--- src/rtl/seg_addr_pkg.sv ---
package seg_addr_pkg;
  localparam int SEG_W = 16;
  localparam int OFF_W = 16;
  localparam int SHIFT = 4;
  localparam int PA_W  = 20;
  localparam int LEN_W = 4;
  localparam int NSEG  = 3;

  typedef enum logic [1:0] {
    SEL_CODE  = 2'd0,
    SEL_STACK = 2'd1,
    SEL_DATA  = 2'd2,
    SEL_NONE  = 2'd3
  } addr_sel_e;

  localparam int IDX_CODE  = 0;
  localparam int IDX_STACK = 1;
  localparam int IDX_DATA  = 2;
endpackage

--- src/rtl/seg_bank.sv ---
module seg_bank #(
  parameter int SEG_W = 16,
  parameter int NSEG  = 3
) (
  input  logic                       clk,
  input  logic                       rst,
  input  logic [NSEG-1:0]            we,
  input  logic [NSEG-1:0][SEG_W-1:0] wdata,
  output logic [NSEG-1:0][SEG_W-1:0] seg_q
);
  for (genvar g = 0; g < NSEG; g++) begin : g_seg
    always_ff @(posedge clk) begin
      if (rst) seg_q[g] <= '0;
      else if (we[g]) seg_q[g] <= wdata[g];
    end

    // an unwritten segment register keeps its value
    p_seg_hold_r9: assert property (@(posedge clk) disable iff (rst)
      !we[g] |=> $stable(seg_q[g]));
    // a write lands at the edge
    p_seg_load_r9: assert property (@(posedge clk) disable iff (rst)
      we[g] |=> seg_q[g] == $past(wdata[g]));
  end
endmodule

--- src/rtl/ptr_unit.sv ---
module ptr_unit #(
  parameter int OFF_W = 16,
  parameter int LEN_W = 4,
  parameter int STACK_STEP = 2
) (
  input  logic             clk,
  input  logic             rst,
  input  logic             ip_step,
  input  logic [LEN_W-1:0] ip_len,
  input  logic             push,
  input  logic             pop,
  output logic [OFF_W-1:0] ip_q,
  output logic [OFF_W-1:0] sp_eff
);
  localparam logic [OFF_W-1:0] STEP_V = OFF_W'(STACK_STEP);

  logic [OFF_W-1:0] sp_q;
  logic [OFF_W-1:0] sp_dec;
  logic [OFF_W-1:0] sp_inc;
  logic [OFF_W-1:0] ip_next;

  assign sp_dec  = sp_q - STEP_V;
  assign sp_inc  = sp_q + STEP_V;
  assign ip_next = ip_q + OFF_W'(ip_len);

  // push takes priority; address uses lowered pointer on push, current otherwise
  assign sp_eff = push ? sp_dec : sp_q;

  always_ff @(posedge clk) begin
    if (rst) begin
      ip_q <= '0;
      sp_q <= '0;
    end else begin
      if (ip_step) ip_q <= ip_next;
      if (push) sp_q <= sp_dec;
      else if (pop) sp_q <= sp_inc;
    end
  end

  p_ip_step_r5: assert property (@(posedge clk) disable iff (rst)
    ip_step |=> ip_q == OFF_W'($past(ip_q) + OFF_W'($past(ip_len))));
  p_ip_hold_r5: assert property (@(posedge clk) disable iff (rst)
    !ip_step |=> $stable(ip_q));
  p_push_dec_r6: assert property (@(posedge clk) disable iff (rst)
    push |=> sp_q == OFF_W'($past(sp_q) - STEP_V));
  p_pop_inc_r7: assert property (@(posedge clk) disable iff (rst)
    (pop && !push) |=> sp_q == OFF_W'($past(sp_q) + STEP_V));
  p_sp_idle_r8: assert property (@(posedge clk) disable iff (rst)
    (!pop && !push) |=> $stable(sp_q));
endmodule

--- src/rtl/addr_form.sv ---
module addr_form #(
  parameter int SEG_W = 16,
  parameter int OFF_W = 16,
  parameter int SHIFT = 4,
  parameter int PA_W  = 20
) (
  input  logic [SEG_W-1:0] seg,
  input  logic [OFF_W-1:0] off,
  output logic [PA_W-1:0]  pa
);
  localparam int BASE_W = SEG_W + SHIFT;
  localparam int SUM_W  = ((BASE_W > OFF_W) ? BASE_W : OFF_W) + 1;

  logic [SUM_W-1:0] base_ext;
  logic [SUM_W-1:0] off_ext;
  logic [SUM_W-1:0] sum;

  assign base_ext = SUM_W'({seg, {SHIFT{1'b0}}});
  assign off_ext  = SUM_W'(off);
  assign sum      = base_ext + off_ext;
  assign pa       = sum[PA_W-1:0];   // higher carry dropped

  // the base has zero low bits, so the low nibble is the offset's
  always_comb begin
    p_low_bits_r2: assert (pa[SHIFT-1:0] == off[SHIFT-1:0]);
  end
endmodule

--- src/rtl/seg_addr_unit.sv ---
module seg_addr_unit
  import seg_addr_pkg::*;
(
  input  logic              clk,
  input  logic              rst,
  input  logic              cs_we,
  input  logic [SEG_W-1:0]  cs_wdata,
  input  logic              ss_we,
  input  logic [SEG_W-1:0]  ss_wdata,
  input  logic              ds_we,
  input  logic [SEG_W-1:0]  ds_wdata,
  input  logic              ip_step,
  input  logic [LEN_W-1:0]  ip_len,
  input  logic              push,
  input  logic              pop,
  input  logic [OFF_W-1:0]  disp,
  input  logic              req_valid,
  input  logic [1:0]        sel,
  output logic [PA_W-1:0]   addr_out,
  output logic              addr_valid
);
  logic [NSEG-1:0]            seg_we;
  logic [NSEG-1:0][SEG_W-1:0] seg_wd;
  logic [NSEG-1:0][SEG_W-1:0] seg_q;
  logic [NSEG-1:0][OFF_W-1:0] offs;
  logic [NSEG-1:0][PA_W-1:0]  pas;
  logic [OFF_W-1:0]           ip_q;
  logic [OFF_W-1:0]           sp_eff;
  logic [PA_W-1:0]            pa_sel;
  logic                       fire;
  addr_sel_e                  sel_e;

  assign seg_we[IDX_CODE]  = cs_we;
  assign seg_we[IDX_STACK] = ss_we;
  assign seg_we[IDX_DATA]  = ds_we;
  assign seg_wd[IDX_CODE]  = cs_wdata;
  assign seg_wd[IDX_STACK] = ss_wdata;
  assign seg_wd[IDX_DATA]  = ds_wdata;

  seg_bank #(.SEG_W(SEG_W), .NSEG(NSEG)) u_bank (
    .clk   (clk),
    .rst   (rst),
    .we    (seg_we),
    .wdata (seg_wd),
    .seg_q (seg_q)
  );

  ptr_unit #(.OFF_W(OFF_W), .LEN_W(LEN_W), .STACK_STEP(2)) u_ptr (
    .clk     (clk),
    .rst     (rst),
    .ip_step (ip_step),
    .ip_len  (ip_len),
    .push    (push),
    .pop     (pop),
    .ip_q    (ip_q),
    .sp_eff  (sp_eff)
  );

  assign offs[IDX_CODE]  = ip_q;
  assign offs[IDX_STACK] = sp_eff;
  assign offs[IDX_DATA]  = disp;

  for (genvar g = 0; g < NSEG; g++) begin : g_form
    addr_form #(.SEG_W(SEG_W), .OFF_W(OFF_W), .SHIFT(SHIFT), .PA_W(PA_W)) u_form (
      .seg (seg_q[g]),
      .off (offs[g]),
      .pa  (pas[g])
    );
  end

  assign sel_e = addr_sel_e'(sel);
  assign fire  = req_valid && (sel_e != SEL_NONE);

  always_comb begin
    unique case (sel_e)
      SEL_CODE:  pa_sel = pas[IDX_CODE];
      SEL_STACK: pa_sel = pas[IDX_STACK];
      SEL_DATA:  pa_sel = pas[IDX_DATA];
      default:   pa_sel = addr_out;
    endcase
  end

  always_ff @(posedge clk) begin
    if (rst) begin
      addr_out   <= '0;
      addr_valid <= 1'b0;
    end else begin
      addr_valid <= fire;
      if (fire) addr_out <= pa_sel;
    end
  end

  p_reset_r1: assert property (@(posedge clk)
    rst |=> (addr_out == '0 && !addr_valid));
  p_valid_latency_r3: assert property (@(posedge clk) disable iff (rst)
    (req_valid && sel != 2'd3) |=> addr_valid);
  p_idle_hold_r4: assert property (@(posedge clk) disable iff (rst)
    !(req_valid && sel != 2'd3) |=> (!addr_valid && $stable(addr_out)));
endmodule

--- config.mk ---
export PLATFORM = sky130hd
export DESIGN_NAME = seg_addr_unit
export DESIGN_NICKNAME = d
export VERILOG_FILES = /design/src/rtl/seg_addr_pkg.sv /design/src/rtl/seg_bank.sv /design/src/rtl/ptr_unit.sv /design/src/rtl/addr_form.sv /design/src/rtl/seg_addr_unit.sv
export SDC_FILE = /design/constraint.sdc
export NUM_CORES = 1
export LEC_CHECK = 0
export BUFFER_PORTS_ARGS = -buffer_cell sky130_fd_sc_hd__buf_2
export CAP_MARGIN = 25
export CORE_MARGIN = 10
export CORE_UTILIZATION = 41
export CTS_CLUSTER_DIAMETER = 80
export DETAILED_ROUTE_END_ITERATION = 10
export PLACE_DENSITY = 0.58
export REMOVE_ABC_BUFFERS = 1
export SYNTH_ARGS = -nofsm -noshare
export SYNTH_HDL_FRONTEND = slang
export SYNTH_HIERARCHICAL = 1
export SYNTH_SLANG_ARGS = --single-unit
export TNS_END_PERCENT = 5
--- constraint.sdc ---
create_clock -name clk -period 4.3 [get_ports clk]
set_input_delay 0.86 -clock clk [delete_from_list [all_inputs] [get_ports clk]]
set_output_delay 0.86 -clock clk [all_outputs]
set_load 0.1 [all_outputs]
== After elaboration in Yosys (flattened, before gate mapping) ==
Index checks and enable logic that the tools add are counted.
W data, S select, Z words.
Storage, ports and cells
  output and inout bits: 21
  register bits after elaboration: 101
  logic and storage cells: 25
Operators by class
  eq/ne operators: 3
  multiplexer cells: 4
  reductions and logical operators: 5
  add/subtract/negate cells: 6
Operator list (number)
  $add A20 B16 Y20: 3
  $pmux W20 S3: 1
  $mux W16: 3
  $add A16 B2 Y16 const B: 1
  $add A16 B4 Y16: 1
  $sub A16 B2 Y16 const B: 1
  $reduce_bool A3 Y1: 1
  $eq A2 B1 Y1 const B: 1
  $eq A2 B2 Y1 const B: 1
  $logic_not A2 Y1: 1
  $ne A2 B2 Y1 const B: 1
  $reduce_and A2 Y1: 1
  $reduce_bool A2 Y1: 1
  $logic_and A1 B1 Y1: 1

== Depth between registers and ports, before layout ==
  word-level depth: 4
  mapped depth: 16
  depth with buffers taken out: 14

== By module ==
The synthesis kept the hierarchy.
By module, submodules not included
  ptr_unit: sequential area each 620.6 um2, cells each 240, times used 1, area each 2065.7 um2
  seg_bank: sequential area each 960.9 um2, cells each 155, times used 1, area each 1740.4 um2
  addr_form (g_form[1].u_form ...): sequential area each 0.0 um2, cells each 108, times used 2, area each 820.8 um2
  seg_addr_unit: sequential area each 420.4 um2, cells each 143, times used 1, area each 1208.7 um2
  addr_form (g_form[0].u_form): sequential area each 0.0 um2, cells each 97, times used 1, area each 709.4 um2

== Worst setup path after synthesis ==
No wires, ideal clock.
  path kind: input to register
  start: in push
  end: reg addr_out[19]
  cell stages on the path: 13
  buffers on the path: 2
  data required time: 4.165 ns
  library setup time: 0.135 ns
  data arrival time: 3.501 ns
  slack: 0.664 ns
  cell sequence: or4b_1 buf_2 nor4_4 xor2_1 ha_1 buf_6 a21o_1 a31o_4 a2111oi_4 o311ai_1 a221o_1 nand3_1 a21oi_1
RTL lines
  start: declaration: line seg_addr_unit.sv:14  | input logic push,
  end signal: assignment: line seg_addr_unit.sv:89  | if (fire) addr_out <= pa_sel;
  end: declaration: line seg_addr_unit.sv:19  | output logic [PA_W-1:0] addr_out,

==> flow_summary.json <==
{
  "status": "complete, no violations",
  "route.met2.wl_um": 7710,
  "n_antenna_cell": 0,
  "critPathCaptureType": "flip-flop",
  "cp.arrival_ns": 3.86,
  "final_cells": 1136,
  "grt_max_degree": 80,
  "crit_fanout": 8,
  "reg2reg_from": "u_ptr/sp_q[5]$_SDFFE_PP0P_",
  "gp_congestion": 0.861,
  "max_freq_mhz": 276,
  "cts.sinks": 100,
  "first_pass_iters": 5,
  "holdPathEnd": "addr_out[2]$_SDFFE_PP0P_",
  "ys_seq_area_share_pct": 27.2,
  "dieArea_um2": 23700,
  "num_io_pins": 100,
  "drv_cap": 0,
  "powerDensity_nw_per_um2": 344,
  "critPathSlowestCell": "or4b_1",
  "area_growth_pct": 8.73,
  "hold_buffers": 0,
  "core.rowCount": 48,
  "final_max_slew_viol_count": 0,
  "cts_buffers": 9,
  "dp_hpwl_um": 14000,
  "async_flop_share_pct": 0,
  "top_layer": "met5",
  "core_area_um2": 17500,
  "antenna_found_initial": 1,
  "wl_um": 18300,
  "crit_type": "input pin to flip-flop",
  "setup_violations": 0,
  "die_w_um": 154,
  "grt_pass1_vias": 6016,
  "yosysUniqueCellTypes": 76,
  "cp.required_ns": 4.54,
  "start_util_pct": 42.1,
  "grt_pass1_wl_um": 30300,
  "synth_area_per_cell_um2": 8.66,
  "wl_met3_um": 1150,
  "yosys.area.top_type": "dfxtp_1",
  "drive_gt1_share_pct": 17.3,
  "ys.flop_type": "dfxtp_1",
  "r2r-end": "addr_out[14]$_SDFFE_PP0P_",
  "yosys_register_bits": 100,
  "cp_cell_sequence": "buf_2, or4b_1, xnor2_1, ha_1, fa_1, a21o_1, a221oi_4, o21ai_0, xor2_1, a221o_1, nand3_1, a21oi_1",
  "seqCellArea_um2": 2000,
  "setup_tns_ns": 0,
  "synth_top_area_share_pct": 27.2,
  "syn_area_um2": 7370,
  "htreeDepth": 3,
  "post-cts-setup-buffer-count": 0,
  "worst_pin_slew_ns": 0.862,
  "yosys-top-cells-area": "dfxtp_1 27%, ha_1 8.0%, mux2i_1 6.8%, nor2_1 4.6%, a21oi_1 3.8%",
  "drtAntennaViolNets": 0,
  "holdPathStages": 2,
  "fillerInstances": 1769,
  "slew_headroom_pct": 42.6,
  "clk_pin_slew_worst_paths_ns": 0.07,
  "die_h_um": 154,
  "period_minus_slack_ns": 3.62,
  "power_leakage_nw": 3.55,
  "ys_warn_count": 6,
  "portBuffers": 99,
  "grt_usage_pct": 15.2,
  "multi_input_area_um2": 4810,
  "overflow": 0,
  "hold_viol": 0,
  "setup_slack_ns": 0.682,
  "netlist_instances": 851,
  "wl_met1_um": 9200,
  "hold_path.class": "flip-flop to flip-flop",
  "fin_worst_skew_ns": 0.00908,
  "cts_tree": "yes",
  "hp-start": "addr_out[2]$_SDFFE_PP0P_",
  "cts_max_path_buffers": 2,
  "synth_edf_count": 0,
  "rsz0062_at_grt": "false",
  "cts.repair.resized": 0,
  "slowest_delay_ns": 0.63,
  "vias_per_cell": 5.51,
  "hold_slack_ns": 0.462,
  "fin_crit_sh_pct": 84.1,
  "fin_nets": 1036,
  "ir_worst_vdd_v": 0.000205,
  "rr_worst_depth": 11,
  "reg2reg_slack_ns": 0.81,
  "drcViolationCount": 0,
  "cts_root_buffer": "clkbuf_16",
  "cp-start-kind": "input pin",
  "clock_latency_ns": 0.35,
  "dpl.cell_count": 1120,
  "vias": 6258,
  "pre_cts_slack_ns": 0.331,
  "drt_iter0_markers": 373,
  "routedWlPerCell_um": 16.1
}
[report_power, final]
group | switching [W] | internal [W] | total [W]
sequential | 0.0000848 | 0.000995 | 0.00108
combinational | 0.000545 | 0.000362 | 0.000907
clock | 0.000363 | 0.000407 | 0.000771
[layout make-up]
class,count,area share (%)
clock buffers,12,3.08
clock inverters,4,0.312
inverters,21,0.984
multi-input cells,666,60.1
flip-flops and latches,100,25.0
well taps,225,3.52
repair buffers,108,7.06
[flip-flops by register name (all words and copies together), names as in the netlist]
signal,flops
u_ptr/sp_q,15
addr_valid,1
addr_out,20
u_ptr/ip_q,16
u_bank/seg_q,48
[critical path: cells and delay by family]
kind            cells  cell delay [ns]
compound gates      5             1.16
xor+xnor            2             0.37
simple gates        2             0.71
fa+ha+maj           2             0.67
buf+inv             1             0.08
[cells in the mapped netlist, types with 5 or more instances]
library cell  count
dfxtp_1         100
nor2_1           91
nand2_1          58
a21oi_1          56
mux2i_1          50
ha_1             47
nand3_1          39
nand2b_1         29
xnor2_1          25
xor2_1           24
inv_1            21
a221o_1          20
buf_4            18
nor3_1           16
a21o_1           15
clkbuf_1         14
nand4_1          14
a211oi_1         13
buf_2            13
o21ai_0          13
buf_6            12
or3_1            12
or4_1             9
nor2b_1           7
a31oi_1           6
o211ai_1          6
o21a_1            6
o311ai_1          6
a21oi_2           5
and3_1            5
mux2_2            5
nor3b_1           5
o31ai_1           5
[metal layers]
| metal | global-route usage (%) | up-vias |
|---|---|---|
| met4 | 3.15 | 2 |
| met2 | 23.1 | 148 |
| met5 | 0 | - |
| met3 | 4.71 | 16 |
| met1 | 20.4 | 2872 |
| li1 | - | 3220 |
[per-stage QoR]
stage / utilization [%] / power, W / instance area (µm²)
2_1_floorplan: - / 0.00176 / 6890
4_1_cts: 45.8 / 0.00279 / 8010
5_1_grt: 45.8 / 0.00294 / 8010
3_5_place_dp: 44.3 / 0.00201 / 7740
6_report: 45.8 / 0.00276 / 8010
3_3_place_gp: 44.3 / 0.00201 / 7740
[worst max path at each step]
| stage | startpoint | endpoint | slack [ns] | cells past startpoint |
|---|---|---|---|---|
| 6_report | push | addr_out[14]$_SDFFE_PP0P_ | 0.68 | 12 |
| 3_5_place_dp | push | addr_out[14]$_SDFFE_PP0P_ | 0.33 | 12 |
| 3_3_place_gp | push | addr_out[19]$_SDFFE_PP0P_ | 0.37 | 12 |
| 2_1_floorplan | push | addr_out[19]$_SDFFE_PP0P_ | 0.66 | 11 |
| 4_1_cts | push | addr_out[14]$_SDFFE_PP0P_ | 0.71 | 12 |
| 5_1_grt | push | addr_out[14]$_SDFFE_PP0P_ | 0.51 | 12 |
[cell families after synthesis]
kind of cell | count (synthesis) | synth area share [%]
mux | 56 | 7.76
compound gates | 189 | 19.8
simple gates | 320 | 22.8
other cells | 1 | 0.0509
fa+ha+maj | 51 | 9.07
xor+xnor | 49 | 5.83
flops | 100 | 27.2
buf+inv | 85 | 7.53
[cell usage in the layout, fill, tap and decap left out, types with 24 or more instances in the layout]
cell / synthesis / layout
a21oi_1: 56 / 56
buf_2: 13 / 98
dfxtp_1: 100 / 100
ha_1: 47 / 47
mux2i_1: 50 / 50
nand2_1: 58 / 58
nand2b_1: 29 / 29
nand3_1: 39 / 39
nor2_1: 91 / 91
xnor2_1: 25 / 25
xor2_1: 24 / 24
Power figures use the tool's default switching activity.
